`config.mk`:
```
export PLATFORM = sky130hd
export DESIGN_NAME = mlt_trigger_top
export DESIGN_NICKNAME = d
export VERILOG_FILES = /design/src/rtl/mlt_trigger_pkg.sv /design/src/rtl/mlt_stage_match.sv /design/src/rtl/mlt_seq_fsm.sv /design/src/rtl/mlt_trigger_top.sv
export SDC_FILE = /design/constraint.sdc
export NUM_CORES = 1
export LEC_CHECK = 0
export ABC_CLOCK_PERIOD_IN_PS = 5040
export BUFFER_PORTS_ARGS = -buffer_cell sky130_fd_sc_hd__clkbuf_2
export CAP_MARGIN = 20
export CORE_MARGIN = 8
export CORE_UTILIZATION = 45
export CTS_BUF_LIST = sky130_fd_sc_hd__clkbuf_8
export CTS_CLUSTER_DIAMETER = 100
export DETAILED_ROUTE_END_ITERATION = 6
export GPL_TIMING_DRIVEN = 0
export PLACE_DENSITY = 0.77
export SLEW_MARGIN = 30
export SYNTH_ARGS = -nofsm -noshare
export SYNTH_HDL_FRONTEND = slang
export SYNTH_HIERARCHICAL = 1
export SYNTH_SLANG_ARGS = --single-unit
```
`constraint.sdc`:
```
create_clock -name clk -period 5.04 [get_ports clk]
set_input_delay 0.504 -clock clk [delete_from_list [all_inputs] [get_ports clk]]
set_output_delay 0.504 -clock clk [all_outputs]
set_load 0.005 [all_outputs]
```
`src/rtl/mlt_trigger_pkg.sv`:
```
package mlt_trigger_pkg;

    typedef enum logic [2:0] {
        C_ANY  = 3'd0,
        C_LOW  = 3'd1,
        C_HIGH = 3'd2,
        C_RISE = 3'd3,
        C_FALL = 3'd4,
        C_EDGE = 3'd5
    } cond_e;

    typedef enum logic [1:0] {
        ST_IDLE   = 2'd0,
        ST_SEARCH = 2'd1,
        ST_FIRED  = 2'd2
    } state_e;

    localparam int COND_W = 3;

    function automatic logic cond_hit(input logic [COND_W-1:0] code,
                                      input logic cur,
                                      input logic prv,
                                      input logic prv_ok);
        logic r;
        case (code)
            C_ANY:   r = 1'b1;
            C_LOW:   r = ~cur;
            C_HIGH:  r = cur;
            C_RISE:  r = prv_ok & ~prv & cur;
            C_FALL:  r = prv_ok & prv & ~cur;
            C_EDGE:  r = prv_ok & (prv ^ cur);
            default: r = 1'b0;
        endcase
        return r;
    endfunction

endpackage

```
`src/rtl/mlt_stage_match.sv`:
```
module mlt_stage_match
    import mlt_trigger_pkg::*;
#(
    parameter int NUM_SIG = 8
) (
    input  logic [NUM_SIG-1:0]        cur,
    input  logic [NUM_SIG-1:0]        prv,
    input  logic                      prv_ok,
    input  logic [NUM_SIG*COND_W-1:0] codes,
    output logic                      hit
);

    logic [NUM_SIG-1:0] sig_ok;

    for (genvar s = 0; s < NUM_SIG; s++) begin : g_sig
        assign sig_ok[s] = cond_hit(codes[s*COND_W +: COND_W], cur[s], prv[s], prv_ok);
    end

    assign hit = &sig_ok;

endmodule

```
`src/rtl/mlt_seq_fsm.sv`:
```
module mlt_seq_fsm
    import mlt_trigger_pkg::*;
#(
    parameter int MAX_LVL = 10,
    parameter int LVL_W   = 4
) (
    input  logic             clk,
    input  logic             rst_n,
    input  logic             arm,
    input  logic             lvl_ok,
    input  logic [LVL_W-1:0] last_idx,
    output logic [LVL_W-1:0] lvl_idx,
    output logic             prev_ok,
    output logic             fired,
    output logic             trig_pulse
);

    state_e           state, state_nx;
    logic [LVL_W-1:0] lvl_nx;

    always_comb begin
        state_nx = state;
        lvl_nx   = lvl_idx;
        unique case (state)
            ST_IDLE: begin
                if (arm) begin
                    state_nx = ST_SEARCH;
                    lvl_nx   = '0;
                end
            end
            ST_SEARCH: begin
                if (arm) begin
                    lvl_nx = '0;
                end else if (lvl_ok) begin
                    if (lvl_idx == last_idx) state_nx = ST_FIRED;
                    else                     lvl_nx   = lvl_idx + 1'b1;
                end
            end
            ST_FIRED: begin
                if (arm) begin
                    state_nx = ST_SEARCH;
                    lvl_nx   = '0;
                end
            end
            default: begin
                state_nx = ST_IDLE;
                lvl_nx   = '0;
            end
        endcase
    end

    // state register
    always_ff @(posedge clk or negedge rst_n) begin
        if (!rst_n) begin
            state   <= ST_IDLE;
            lvl_idx <= '0;
        end else begin
            state   <= state_nx;
            lvl_idx <= lvl_nx;
        end
    end

    // outputs
    always_ff @(posedge clk or negedge rst_n) begin
        if (!rst_n) begin
            trig_pulse <= 1'b0;
            prev_ok    <= 1'b0;
        end else begin
            trig_pulse <= (state == ST_SEARCH) && (state_nx == ST_FIRED);
            if (arm)                     prev_ok <= 1'b0;
            else if (state == ST_SEARCH) prev_ok <= 1'b1;
        end
    end

    assign fired = (state == ST_FIRED);


    fire_due_chk: assert property (@(posedge clk) disable iff (!rst_n)
        (state == ST_SEARCH && !arm && lvl_ok && lvl_idx == last_idx) |=> trig_pulse);


    pulse_single_chk: assert property (@(posedge clk) disable iff (!rst_n)
        trig_pulse |=> !trig_pulse);


    fired_hold_chk: assert property (@(posedge clk) disable iff (!rst_n)
        (state == ST_FIRED && !arm) |=> (state == ST_FIRED && !trig_pulse));


    lvl_step_chk: assert property (@(posedge clk) disable iff (!rst_n)
        (state == ST_SEARCH && !arm && lvl_ok && lvl_idx != last_idx)
        |=> (lvl_idx == $past(lvl_idx) + 1'b1));


    idle_hold_chk: assert property (@(posedge clk) disable iff (!rst_n)
        (state == ST_IDLE && !arm) |=> (state == ST_IDLE && !trig_pulse));

endmodule

```
`src/rtl/mlt_trigger_top.sv`:
```
module mlt_trigger_top
    import mlt_trigger_pkg::*;
#(
    parameter int NUM_SIG = 8,
    parameter int MAX_LVL = 10,
    localparam int CFG_W  = MAX_LVL * NUM_SIG * COND_W,
    localparam int CNT_W  = $clog2(MAX_LVL + 1)
) (
    input  logic               clk,
    input  logic               rst_n,
    input  logic               arm,
    input  logic [NUM_SIG-1:0] probe,
    input  logic [CFG_W-1:0]   cond_cfg,
    input  logic [CNT_W-1:0]   lvl_count,
    input  logic               ext_en,
    input  logic               ext_in,
    input  logic [COND_W-1:0]  ext_cond,
    input  logic               trig_pol,
    output logic               trig_pulse,
    output logic               trig_out
);

    localparam int LVL_W = (MAX_LVL > 1) ? $clog2(MAX_LVL) : 1;
    localparam int STG_W = NUM_SIG * COND_W;

    logic [NUM_SIG-1:0] probe_q;
    logic               ext_q;
    logic               prev_ok;
    logic [MAX_LVL-1:0] stage_hit;
    logic [LVL_W-1:0]   lvl_idx;
    logic [LVL_W-1:0]   last_idx;
    logic               is_last;
    logic               ext_hit;
    logic               lvl_ok;
    logic               fired;

    always_ff @(posedge clk or negedge rst_n) begin
        if (!rst_n) begin
            probe_q <= '0;
            ext_q   <= 1'b0;
        end else begin
            probe_q <= probe;
            ext_q   <= ext_in;
        end
    end

    always_comb begin
        if (lvl_count == '0)
            last_idx = '0;
        else if (lvl_count > CNT_W'(MAX_LVL))
            last_idx = LVL_W'(MAX_LVL - 1);
        else
            last_idx = LVL_W'(lvl_count - CNT_W'(1));
    end

    for (genvar l = 0; l < MAX_LVL; l++) begin : g_stage
        mlt_stage_match #(.NUM_SIG(NUM_SIG)) u_stage (
            .cur    (probe),
            .prv    (probe_q),
            .prv_ok (prev_ok),
            .codes  (cond_cfg[l*STG_W +: STG_W]),
            .hit    (stage_hit[l])
        );
    end

    assign is_last = (lvl_idx == last_idx);
    assign ext_hit = cond_hit(ext_cond, ext_in, ext_q, prev_ok);
    assign lvl_ok  = stage_hit[lvl_idx] && (!(is_last && ext_en) || ext_hit);

    mlt_seq_fsm #(.MAX_LVL(MAX_LVL), .LVL_W(LVL_W)) u_fsm (
        .clk        (clk),
        .rst_n      (rst_n),
        .arm        (arm),
        .lvl_ok     (lvl_ok),
        .last_idx   (last_idx),
        .lvl_idx    (lvl_idx),
        .prev_ok    (prev_ok),
        .fired      (fired),
        .trig_pulse (trig_pulse)
    );

    assign trig_out = fired ~^ trig_pol;


    pol_on_fire_chk: assert property (@(posedge clk) disable iff (!rst_n)
        trig_pulse |-> (trig_out == trig_pol));


    first_sample_chk: assert property (@(posedge clk) disable iff (!rst_n)
        (!prev_ok && ext_cond == C_RISE) |-> !ext_hit);

endmodule

```
==> flow_summary.ini <==
[placed_design]
place_ws_ns = 0.9268
dpl-instance-area_sq_um = 7353
gp_congestion = 0.8954
dpl.cell_count = 1282
portBuffers = 262
hpwl_mm = 16.58

[setup_path]
worst-endpoint-required_ns = 5.22
critPathLaunchType = flip-flop
rrSetupSlack_ns = 1.08
worstSetupPathType = reg2reg
crit_path_max_fanout = 53
critPathArrivalTime_ns = 4.14
end_kind = flip-flop

[layout]
final_nets = 1379
drive_above_1_share = 0.2962
fin_area_sq_um = 7400
antenna_cells = 0
area_growth_pct = 27.13
fin_cells = 1286

[routing]
drt_iter0_markers = 337
drc = 0
vias_per_cell = 5.715
post_drt_wl_per_cell_um = 15.52
drt_pre_antenna_iters = 4
num_vias = 7349
antenna_left = 0
wl_mm = 19.97

[power]
p_per_area_nw_per_um2 = 97.87
power.static_leakage_nw = 3.108
ir_drop_uv = 65.16
power_mw = 0.7242

[grt]
antenna_found_initial = 0
grt_usage = 0.2230
grt_pass1_vias = 6587
grt_max_degree = 54
grt_pass1_wl_mm = 31.24
overflow = 0

[logic_synthesis]
yosys_warnings = 6
yosysSeqAreaShare = 0.07309
ys_seq_elements = 17
synth_top_area_frac = 0.1187
syn_area_sq_um = 5821
synth_area_per_cell_sq_um = 6.864
ys_types = 47
syn_nets = 1112
synth_edf_count = 0
synthTopCellsByArea = nand3b_1 (12%), a211oi_1 (11%), nor2b_1 (10%), dfrtp_1 (7.3%), nor3_1 (7.1%)
syn_inst = 848
async_flop_share = 1.000
synthFlopType = dfrtp_1
synth_top_area_cell = nand3b_1

[timing]
setup_ws_ns = 1.084
slew_violations = 0
tightest_slew_ns = 0.8193
fin_skew_ns = 0.001704
fmax_mhz = 252.8
fin_crit_sh = 0.7849
finalSetupViolCount = 0
hold_violations = 0
maxSlewHeadroom = 0.4538
min_period_ns = 3.956
rsz0062_at_grt = false
fin_tns_setup_ns = 0

[clocking]
root_buffer = clkbuf_8
cts.clk_slew.worst_paths_ns = 0.07
postCtsSetupBuffers = 0
cts.hold.buffers_added = 0
htreeDepth = 1
post_cts_resized = 0
clkSinkCount = 17
insertion_delay_ns = 0.25
cts_tree = yes
cts_buffers = 3
cts_max_path_buffers = 2

[die]
coreArea_sq_um = 12620
top_level_ports = 263
dieWidth_um = 129.7
die_y_um = 129.7
row_count = 41
die-area_sq_um = 16830
start_util = 0.4612

[hold_path]
hp-class = in2async

[job]
cap_viol_max_count = 0

[status]
status = finished clean
==> layer usage <==
layer  global-route usage  vias up  share of wire
met1               0.2778     3320           0.43
met4              0.03962        0          0.015
met2               0.3972      232           0.47
li1                     -     3775              -
met5                    0        -              0
met3              0.03754       22          0.075
==> power breakdown <==
part           leakage, nW  switching, mW  internal [mW]
Sequential           0.208         0.0268          0.140
Combinational         2.87          0.231          0.220
Clock               0.0255         0.0514         0.0550
==> worst max-delay path, stage by stage, from the launching register on <==
cell and delay [ns]:
dfrtp_4 0.85, buf_6 0.24, inv_1 0.05, o22ai_1 0.12
a31oi_1 0.11, or4_4 0.51, nor4b_2 0.34, mux4_2 0.30
mux2i_1 0.06, o21a_1 0.17, a31oi_1 0.27, o21a_1 0.20
o41ai_2 0.12, or3_1 0.36, a21oi_1 0.14
==> layout make-up <==
type,instances,area (sq um)
buffer,14,138.9
clock buffer,3,41.29
clock inverter,1,5.005
fill,1275,5220
inverter,26,97.59
multi-input combinational,791,5159
sequential,17,429.2
tap,172,215.2
timing repair buffer,262,1314
==> layout by cell type, fill, tap and decap left out, types with 4 or more instances in the layout <==
| cell | n |
|---|---|
| a211oi_1 | 83 |
| a21oi_1 | 63 |
| a21oi_2 | 10 |
| a31oi_1 | 22 |
| and3b_1 | 20 |
| buf_6 | 11 |
| clkbuf_2 | 262 |
| dfrtp_1 | 16 |
| inv_1 | 25 |
| nand2_1 | 77 |
| nand2b_1 | 53 |
| nand3b_1 | 92 |
| nand3b_4 | 10 |
| nand4b_1 | 10 |
| nor2_1 | 40 |
| nor2b_1 | 94 |
| nor3_1 | 82 |
| nor4b_2 | 10 |
| o211ai_1 | 10 |
| o21ai_0 | 53 |
| o22ai_1 | 11 |
| or3_1 | 4 |
| or4_4 | 11 |
| xor2_1 | 5 |
==> sequential cells by signal, summed over array words and instances (netlist names) <==
| name | cells |
|---|---|
| probe_q | 8 |
| u_fsm/state | 2 |
| u_fsm/lvl_idx | 4 |
| u_fsm/prev_ok | 1 |
| ext_q | 1 |
| u_fsm/trig_pulse | 1 |
==> cell families after synthesis <==
family          synth area share
compound gates            0.2977
flops                    0.07309
fa+ha+maj               0.006450
mux                      0.01118
buf+inv                  0.04063
simple gates              0.5619
xor+xnor                0.009028
==> path summary, 6_finish.rpt <==
path	startpoint	to	depth (start not counted)
worst max-delay path	u_fsm/prev_ok	u_fsm/lvl_idx[3]	14
min in group clk	ext_in	ext_q	1
max in group asynchronous	rst_n	u_fsm/prev_ok	1
worst max register to register	u_fsm/prev_ok	u_fsm/lvl_idx[3]	14
worst min-delay path	rst_n	probe_q[1]	1
worst min register to register	u_fsm/state[1]	u_fsm/prev_ok	3
==> per-stage QoR <==
stage,hold WS (ns),utilization
2_1_floorplan,0.2084,-
3_3_place_gp,0.4667,0.5822
3_5_place_dp,0.4735,0.5827
4_1_cts,0.1930,0.5864
5_1_grt,0.2128,0.5864
6_report,0.1871,0.5864
==> cell usage after synthesis, types with 2 or more instances <==
library cell / number
nor2b_1: 94
nand3b_1: 92
a211oi_1: 83
nor3_1: 82
nand2_1: 77
a21oi_1: 63
nand2b_1: 53
o21ai_0: 53
nor2_1: 40
inv_1: 25
a31oi_1: 22
and3b_1: 20
dfrtp_1: 17
buf_6: 11
o22ai_1: 11
or4_4: 11
a21oi_2: 10
nand3b_4: 10
nand4b_1: 10
nor4b_2: 10
o211ai_1: 10
xor2_1: 5
or3_1: 4
a21o_1: 3
ha_1: 3
o21a_1: 3
a32o_1: 2
buf_2: 2
mux2i_1: 2
mux4_2: 2
nand3_1: 2
Power figures use the tool's default switching activity.
